## config.mk

```make
export PLATFORM = sky130hd
export DESIGN_NAME = miss_merge_buf
export DESIGN_NICKNAME = d
export VERILOG_FILES = /design/src/rtl/mmb_pkg.sv /design/src/rtl/mmb_pick.sv /design/src/rtl/mmb_match.sv /design/src/rtl/miss_merge_buf.sv
export SDC_FILE = /design/constraint.sdc
export NUM_CORES = 1
export LEC_CHECK = 0
export ABC_AREA = 0
export BUFFER_PORTS_ARGS = -buffer_cell sky130_fd_sc_hd__buf_2
export CAP_MARGIN = 20
export CORE_ASPECT_RATIO = 1.1
export CORE_MARGIN = 2
export CORE_UTILIZATION = 52
export CTS_CLUSTER_DIAMETER = 100
export DETAILED_ROUTE_END_ITERATION = 7
export PLACE_DENSITY = 0.74
export SLEW_MARGIN = 20
export SYNTH_ARGS = -nofsm -noshare
export SYNTH_HDL_FRONTEND = slang
export SYNTH_HIERARCHICAL = 1
export SYNTH_SLANG_ARGS = --single-unit
```

## constraint.sdc

```tcl
create_clock -name clk -period 3.2 [get_ports clk]
set_input_delay 0.48 -clock clk [delete_from_list [all_inputs] [get_ports clk]]
set_output_delay 0.48 -clock clk [all_outputs]
set_load 0.01 [all_outputs]
```

## src/rtl/mmb_pkg.sv

```systemverilog
package mmb_pkg;
   // Words per cache line; slot selection and response order depend on it.
   localparam int unsigned LINE_WORDS = 4;
   localparam int unsigned WSEL_W     = $clog2(LINE_WORDS);
   typedef logic [LINE_WORDS-1:0] slot_mask_t;
endpackage

```

## src/rtl/mmb_pick.sv

```systemverilog
// Lowest-index priority pick over a request vector.
module mmb_pick #(
   parameter  int unsigned N  = 4,
   localparam int unsigned IW = $clog2(N)
) (
   input  logic [N-1:0]  req,
   output logic          found,
   output logic [IW-1:0] idx
);
   if (N < 2) begin : g_bad_n
      $error("mmb_pick: N must be at least 2");
   end

   always_comb begin
      found = 1'b0;
      idx   = '0;
      for (int i = N - 1; i >= 0; i--) begin
         if (req[i]) begin
            found = 1'b1;
            idx   = IW'(i);
         end
      end
   end
endmodule

```

## src/rtl/mmb_match.sv

```systemverilog
// Fully associative single-cycle line compare across all entries.
module mmb_match #(
   parameter  int unsigned N  = 4,
   parameter  int unsigned AW = 16,
   localparam int unsigned IW = $clog2(N)
) (
   input  logic [N-1:0]         ent_valid,
   input  logic [N-1:0][AW-1:0] ent_line,
   input  logic [AW-1:0]        key,
   output logic [N-1:0]         hit,
   output logic                 hit_any,
   output logic [IW-1:0]        hit_idx
);
   for (genvar e = 0; e < N; e++) begin : g_cmp
      assign hit[e] = ent_valid[e] && (ent_line[e] == key);
   end

   mmb_pick #(.N(N)) u_pick (
      .req   (hit),
      .found (hit_any),
      .idx   (hit_idx)
   );
endmodule

```

## src/rtl/miss_merge_buf.sv

```systemverilog
module miss_merge_buf
   import mmb_pkg::*;
#(
   parameter int unsigned ENTRIES = 4,
   parameter int unsigned LINE_AW = 16,
   parameter int unsigned PTAG_W  = 6,
   parameter int unsigned DATA_W  = 32,
   parameter int unsigned ID_W    = $clog2(ENTRIES)
) (
   input  logic                         clk,
   input  logic                         rst_n,
   input  logic                         ld_valid,
   input  logic [LINE_AW-1:0]           ld_line,
   input  logic [WSEL_W-1:0]            ld_word,
   input  logic [PTAG_W-1:0]            ld_ptag,
   output logic                         ld_stall,
   output logic                         mem_req_valid,
   output logic [LINE_AW-1:0]           mem_req_line,
   output logic [ID_W-1:0]              mem_req_id,
   input  logic                         st_valid,
   input  logic [LINE_AW-1:0]           st_line,
   output logic                         st_stall,
   input  logic                         fill_valid,
   input  logic [ID_W-1:0]              fill_id,
   input  logic [LINE_WORDS*DATA_W-1:0] fill_data,
   output logic                         resp_valid,
   output logic [PTAG_W-1:0]            resp_ptag,
   output logic [DATA_W-1:0]            resp_data,
   output logic [WSEL_W-1:0]            resp_word
);
   localparam int unsigned LINE_BITS = LINE_WORDS * DATA_W;

   if (ENTRIES < 2) begin : g_bad_entries
      $error("miss_merge_buf: ENTRIES must be at least 2");
   end
   if (ID_W != $clog2(ENTRIES)) begin : g_bad_idw
      $error("miss_merge_buf: ID_W must equal clog2(ENTRIES)");
   end
   if (LINE_AW == 0 || PTAG_W == 0 || DATA_W == 0) begin : g_bad_width
      $error("miss_merge_buf: widths must be nonzero");
   end

   // Entry storage
   logic [ENTRIES-1:0]                               ent_valid;
   logic [ENTRIES-1:0][LINE_AW-1:0]                  ent_line;
   logic [ENTRIES-1:0][LINE_WORDS-1:0]               slot_vld;
   logic [ENTRIES-1:0][LINE_WORDS-1:0][PTAG_W-1:0]   slot_tag;

   // Delivery state
   logic                  drain_busy;
   logic [ID_W-1:0]       drain_id;
   logic [LINE_BITS-1:0]  drain_data;

   // Lookups
   logic [ENTRIES-1:0] ld_hit, st_hit;
   logic               ld_hit_any, st_hit_any;
   logic [ID_W-1:0]    ld_hit_idx, st_hit_idx;
   logic               free_any;
   logic [ID_W-1:0]    free_idx;

   mmb_match #(.N(ENTRIES), .AW(LINE_AW)) u_ld_match (
      .ent_valid (ent_valid),
      .ent_line  (ent_line),
      .key       (ld_line),
      .hit       (ld_hit),
      .hit_any   (ld_hit_any),
      .hit_idx   (ld_hit_idx)
   );

   mmb_match #(.N(ENTRIES), .AW(LINE_AW)) u_st_match (
      .ent_valid (ent_valid),
      .ent_line  (ent_line),
      .key       (st_line),
      .hit       (st_hit),
      .hit_any   (st_hit_any),
      .hit_idx   (st_hit_idx)
   );

   mmb_pick #(.N(ENTRIES)) u_free (
      .req   (~ent_valid),
      .found (free_any),
      .idx   (free_idx)
   );

   // Load acceptance
   logic hit_draining, slot_taken, ld_take, ld_alloc, ld_merge;

   assign hit_draining = drain_busy && (ld_hit_idx == drain_id);
   assign slot_taken   = slot_vld[ld_hit_idx][ld_word];
   assign ld_stall     = ld_valid && (ld_hit_any ? (hit_draining || slot_taken) : !free_any);
   assign ld_take      = ld_valid && !ld_stall;
   assign ld_alloc     = ld_take && !ld_hit_any;
   assign ld_merge     = ld_take && ld_hit_any;
   assign st_stall     = st_valid && st_hit_any;

   // Slot selection during delivery
   slot_mask_t        cur_mask;
   logic              pick_found;
   logic [WSEL_W-1:0] pick_idx;
   logic              drain_last;

   assign cur_mask = slot_vld[drain_id];

   mmb_pick #(.N(LINE_WORDS)) u_slot (
      .req   (cur_mask),
      .found (pick_found),
      .idx   (pick_idx)
   );

   assign drain_last = (cur_mask & ~(slot_mask_t'(1) << pick_idx)) == '0;

   // Control state with reset
   always_ff @(posedge clk or negedge rst_n) begin
      if (!rst_n) begin
         ent_valid     <= '0;
         slot_vld      <= '0;
         drain_busy    <= 1'b0;
         drain_id      <= '0;
         resp_valid    <= 1'b0;
         mem_req_valid <= 1'b0;
      end else begin
         mem_req_valid <= ld_alloc;
         resp_valid    <= drain_busy && pick_found;
         if (ld_alloc) begin
            ent_valid[free_idx] <= 1'b1;
            slot_vld[free_idx]  <= slot_mask_t'(1) << ld_word;
         end
         if (ld_merge) begin
            slot_vld[ld_hit_idx][ld_word] <= 1'b1;
         end
         if (drain_busy) begin
            slot_vld[drain_id][pick_idx] <= 1'b0;
            if (drain_last) begin
               ent_valid[drain_id] <= 1'b0;
               slot_vld[drain_id]  <= '0;
               drain_busy          <= 1'b0;
            end
         end
         if (fill_valid) begin
            drain_busy <= 1'b1;
            drain_id   <= fill_id;
         end
      end
   end

   // Payload state without reset
   always_ff @(posedge clk) begin
      if (ld_alloc) begin
         ent_line[free_idx]          <= ld_line;
         slot_tag[free_idx][ld_word] <= ld_ptag;
         mem_req_line                <= ld_line;
         mem_req_id                  <= free_idx;
      end
      if (ld_merge) begin
         slot_tag[ld_hit_idx][ld_word] <= ld_ptag;
      end
      if (fill_valid) begin
         drain_data <= fill_data;
      end
      if (drain_busy) begin
         resp_ptag <= slot_tag[drain_id][pick_idx];
         resp_data <= drain_data[pick_idx*DATA_W +: DATA_W];
         resp_word <= pick_idx;
      end
   end
endmodule

```

==> results of run 1 <==
-- how the worst max path moves through the flow --
stage	start	to	slack (ns)
after floorplan	ld_line[11]	ld_stall	0.03
after detailed placement	ld_line[11]	slot_vld[9]	-0.60
after CTS	ent_line[51]	ld_stall	-0.77
final	ent_line[29]	ld_stall	-0.77
after global placement	ld_line[11]	ld_stall	-0.55
after global routing	ent_line[29]	ld_stall	-0.90
-- per-stage QoR --
stage	instance area (um^2)	power [mW]	setup TNS, ns	std cells	utilization [%]
after detailed placement	18600	13.1	-61.06	1722	61.1
final	20600	17.8	-39.18	1812	67.6
after global routing	20600	18.5	-54.58	1812	67.6
after floorplan	16000	10.9	0	996	-
after CTS	20100	17.6	-15.69	1797	66.1
after global placement	18600	12.9	-58.87	1722	61.1
-- final cells by class --
type,count,share of cell area (%)
sequential,371,48.9
multi-input combinational,554,30.1
timing repair buffer,381,12.0
clock buffer,51,5.06
tap,414,2.52
clock inverter,18,0.961
inverter,19,0.359
antenna,4,0.0487
-- timing repair --
action / CTS / global route
setup endpoints to repair: 144 / 145
endpoints found under the hold margin: 25 / 0
resized for setup: 41 / 62
setup buffers: 5 / 17
pin swaps: 19 / 19
hold buffers: 1 / 0
-- worst reg2reg max path, cell delays in order (launching register included) --
cell and delay, ns:
edfxtp_1 0.41, xor2_1 0.18, nor4_1 0.26, nand4_1 0.22
nor4_2 0.33, nand2b_4 0.20, a21oi_4 0.05, buf_12 0.14
buf_12 0.13, xnor2_4 0.15, buf_6 0.15, buf_6 0.10
buf_6 0.10, buf_6 0.10, buf_6 0.10, buf_6 0.12
a2111oi_4 0.29, buf_4 0.18, o21ai_2 0.05, buf_6 0.15
mux2_2 0.27
-- cell usage in the layout (no fill, tap or decap), types with 32 or more instances in the layout --
master,count
xnor2_1,97
mux4_2,73
xor2_1,32
edfxtp_1,250
dfxtp_1,96
nand2_1,36
mux2_2,95
buf_4,119
clkbuf_16,39
buf_2,235
-- registers in the layout, summed over array words and instances, names as in the netlist, 4 cells and up --
signal        flops
mem_req_line     16
ent_valid         4
slot_vld         16
drain_data      128
slot_tag         96
ent_line         64
resp_data        32
resp_ptag         6
-- power breakdown --
part	total [mW]	switching [mW]	internal [mW]
Combinational	5.93	2.92	3.02
Clock	4.40	1.78	2.62
Sequential	7.42	0.687	6.74
-- layer usage --
metal	vias to the layer above	wire length, um
met1	5192	15200
met4	0	1430
met2	349	21600
li1	4644	-
met5	-	0
met3	93	1830
==> results.py, run 1 <==
metrics = {
    "critical_path": {
        "reg2reg_to": "slot_tag[8]",
        "reg2regPathDepth": 20,
        "cpMostUsedCell": "buf_4",
        "arrival_ns": 3.49,
        "path_max_fanout": 6,
        "r2r_setup_slack_ns": -0.62,
        "cpLargestDelayFamily": "simple AND/OR/NAND/NOR gates",
        "critical_path_class": "reg2out",
        "path_cells": "xor2_1 > nor4_1 > buf_4 > nand4_1 > nor4_2 > buf_4 > buf_4 > nor3_2 > buf_4 > nor3_1 > nand2_1 > and3_1 > a221oi_2 > buf_2",
        "timing.rr.start": "ent_line[33]",
        "required_ns": 2.72,
        "startpoint_type": "flip-flop",
        "worstSetupEndpointType": "output pin",
        "cpMaxStageDelayCell": "edfxtp_1",
        "slowest_delay_ns": 0.41,
        "critical_path_buf_inv_count": 5,
        "worstSetupPathDepth": 14,
    },
    "clock_network": {
        "tritoncts": "done",
        "clk_pin_slew_ns": 0.06,
        "htreeDepth": 2,
        "cts_max_path_buffers": 3,
        "cts_root_buf": "clkbuf_16",
        "cts_sinks": 371,
        "clk_latency_ns": 0.52,
        "cts_buffers": 39,
    },
    "detailed_routing": {
        "drt_wl_total_mm": 40.1,
        "drc_errors": 0,
        "vias": 10300,
        "drt-initial-drc-count": 789,
        "ant_nets": 0,
        "dr.pass1.iters": 7,
        "vias_per_cell": 5.67,
        "wire_per_inst_um": 22.1,
    },
    "pwr": {
        "vdd_ir_drop_max_mv": 0.638,
        "p_leak_nw": 7.80,
        "power.density_nw_per_um2": 863,
    },
    "grt": {
        "met2_usage_pct": 44.8,
        "antenna_found_initial": 4,
        "grt_util_met3_pct": 3.55,
        "grt_pass1_wl_mm": 59.9,
        "grt_overflow": 0,
        "busiest_layer": "met2",
        "grt_max_degree": 63,
        "grtUsageMet1_pct": 29.6,
        "grt_usage_pct": 24.7,
        "grt_pass1_vias": 10500,
    },
    "status": {
        "outcome": "finished, violations left",
        "violations": "negative setup slack",
    },
    "timing": {
        "fin_crit_sh_pct": 124,
        "finalSetupViolCount": 111,
        "hold_viol": 0,
        "timing.hold.ws_ns": 0.130,
        "worstMarginPinSlew_ns": 0.712,
        "maxSlewViolCount": 0,
        "rsz0062_at_grt": "yes",
        "skew_ns": 0.0141,
        "setup_ws_ns": -0.769,
        "slew_headroom_pct": 52.4,
        "period_minus_slack_ns": 3.97,
        "fmax_mhz": 252,
    },
    "layout": {
        "fin_nets": 1541,
        "regArea_um2": 10100,
        "fillers": 2145,
        "drive_above_1_share_pct": 49.5,
        "multi_input_area_um2": 6190,
        "syn2layout_area_growth_pct": 28.3,
    },
    "floorplan": {
        "rows": 67,
        "ios": 237,
        "initial_utilization_pct": 52.7,
        "die_w_um": 171,
        "dieHeight_um": 188,
        "core_um2": 30400,
        "dieArea_um2": 32200,
    },
    "place": {
        "placement.io_buffers": 236,
        "hpwl_mm": 27.8,
        "place_ws_ns": -0.599,
        "place_congestion": 0.932,
    },
    "worst_hold_path": {
        "whs_path_depth": 1,
        "hp-start": "fill_data[34]",
        "worstHoldPathType": "in2reg",
        "holdPathEnd": "drain_data[34]",
    },
    "synth": {
        "synth_area_um2": 16000,
        "synth_warnings": 6,
        "synth_cells": 996,
        "syn_nets": 1171,
        "post_synth.cell_area_avg_um2": 16.1,
    },
    "flow_run": {
        "maxCapViolCount": 0,
    },
}
Note: power is estimated with default switching activity, not from simulation.
==> run 2, diff against run 1 <==
- SKIP_CTS_REPAIR_TIMING: unset -> 1
==> run 2 against run 1 <==
Net effect: the flow finishes with violations (negative hold slack, negative setup slack); flip-flop and latch count did not move; maximum frequency is 0.99% lower; die area did not move; worst setup slack got worse by 0.040 ns; critical path type unchanged; largest cell class unchanged.
==> results.py, run 2 (same netlist as run 1, synthesis figures left out) <==
metrics = {
    "layout": {
        "mostFrequentLayoutCell": "edfxtp_1",
        "regMostFlops": "drain_data",
        "fin_nets": 1534,
        "final_area_um2": 20500,
        "largest_registers": "drain_data (128), slot_tag (96), ent_line (64)",
        "syn2layout_area_growth_pct": 27.9,
        "fin_cells": 1805,
        "final_cell_mix": "edfxtp_1, buf_2, buf_4",
        "fin_util_pct": 67.3,
        "drive_above_1_share_pct": 48.8,
        "largest_reg_flops": 128,
    },
    "critical_path": {
        "required_ns": 2.72,
        "r2r_setup_slack_ns": -0.56,
        "timing.rr.start": "ent_line[18]",
        "arrival_ns": 3.53,
        "reg2regPathDepth": 20,
        "reg2reg_to": "slot_tag[87]",
        "slowest_delay_ns": 0.52,
        "startpoint_type": "flip-flop",
        "critical_path_class": "reg2out",
        "cpMaxStageDelayCell": "mux4_2",
        "path_cells": "xor2_1 > nor4_1 > buf_4 > nand4_1 > nor4_2 > inv_1 > a21oi_4 > buf_12 > mux4_2 > mux2_2 > nand2_1 > a221oi_2 > buf_2",
        "path_max_fanout": 5,
        "worstSetupEndpointType": "output pin",
    },
    "floorplan": {
        "core_um2": 30400,
        "rows": 67,
        "initial_utilization_pct": 52.7,
        "dieHeight_um": 188,
        "die_w_um": 171,
        "dieArea_um2": 32200,
        "ios": 237,
    },
    "timing": {
        "slew_headroom_pct": 52.8,
        "period_minus_slack_ns": 4.01,
        "skew_ns": 0.0136,
        "rsz0062_at_grt": "yes",
        "maxSlewViolCount": 0,
        "fmax_mhz": 249,
        "hold_viol": 13,
        "fin_crit_sh_pct": 125,
        "finalSetupViolCount": 135,
        "timing.hold.ws_ns": -0.0131,
        "worstMarginPinSlew_ns": 0.707,
        "setup_ws_ns": -0.808,
        "tns_ns": -23.90,
    },
    "clock_network": {
        "tritoncts": "done",
        "cts_buffers": 39,
        "clk_pin_slew_ns": 0.06,
        "cts_root_buf": "clkbuf_16",
        "cts_sinks": 371,
        "htreeDepth": 2,
        "cts_max_path_buffers": 3,
        "clk_latency_ns": 0.52,
    },
    "place": {
        "placement.io_buffers": 236,
        "dpl_cell_area_um2": 18600,
        "place_congestion": 0.932,
        "dpl.cell_count": 1722,
        "hpwl_mm": 27.8,
    },
    "grt": {
        "grt_pass1_vias": 10300,
        "grt_max_degree": 63,
        "antenna_found_initial": 4,
        "grt_pass1_wl_mm": 59.2,
        "grt_usage_pct": 24.4,
        "grt_overflow": 0,
    },
    "status": {
        "outcome": "finished, violations left",
        "violations": "negative hold slack, negative setup slack",
    },
    "detailed_routing": {
        "drc_errors": 0,
        "ant_nets": 0,
        "drt_wl_total_mm": 40.1,
        "vias": 10200,
        "drt-initial-drc-count": 762,
        "dr.pass1.iters": 6,
        "vias_per_cell": 5.67,
        "wire_per_inst_um": 22.2,
    },
    "flow_run": {
        "maxCapViolCount": 0,
    },
    "pwr": {
        "vdd_ir_drop_max_mv": 0.637,
        "p_leak_nw": 7.79,
        "power.density_nw_per_um2": 866,
    },
    "worst_hold_path": {
        "worstHoldPathType": "in2async",
    },
}
-- run 2: report_power, final --
| part | leakage, nW | internal, mW | switching [mW] |
|---|---|---|---|
| Clock | 0.600 | 2.62 | 1.78 |
| Combinational | 3.64 | 3.03 | 2.91 |
| Sequential | 3.55 | 6.74 | 0.688 |
-- run 2: layer usage --
metal  vias to the layer above  global-route usage [%]  part of all wire, %
met5                         -                       0                    0
met1                      5172                    29.5                   39
met4                         0                    8.34                  3.1
met2                       350                    44.3                   54
li1                       4627                       -                    -
met3                        83                    3.38                  4.4
-- run 2: area by class of cell --
class                           instances  area (um^2)
Clock buffer                           51         1040
Multi-Input combinational cell        554         6200
Tap cell                              414          518
Timing Repair Buffer                  374         2390
Inverter                               19         73.8
Sequential cell                       371        10100
Clock inverter                         18          198
Fill cell                            2156         9940
Antenna cell                            4         10.0
-- run 2: per-stage QoR --
step           worst slack, ns  total power, mW
6_report                -0.808             17.8
2_1_floorplan           0.0306             10.9
3_3_place_gp            -0.551             12.9
5_1_grt                 -0.935             18.5
4_1_cts                 -0.928             17.5
3_5_place_dp            -0.599             13.1
-- run 2: critical path, delay by kind of cell (launching register included) --
family	cells	cell delay (ns)
AO/OA/AOI/OAI	2	0.30
XOR/XNOR	1	0.18
buffers and inverters	4	0.58
flip-flops	1	0.40
multiplexers	2	0.80
AND/OR/NAND/NOR	4	0.75
-- run 2: how the worst max path moves through the flow --
stage / slack [ns] / startpoint / depth (start not counted) / to
3_5_place_dp: -0.60 / ld_line[11] / 14 / slot_vld[9]
5_1_grt: -0.93 / ent_line[29] / 13 / ld_stall
4_1_cts: -0.93 / ent_line[59] / 13 / ld_stall
2_1_floorplan: 0.03 / ld_line[11] / 12 / ld_stall
3_3_place_gp: -0.55 / ld_line[11] / 14 / ld_stall
6_report: -0.81 / ent_line[18] / 13 / ld_stall
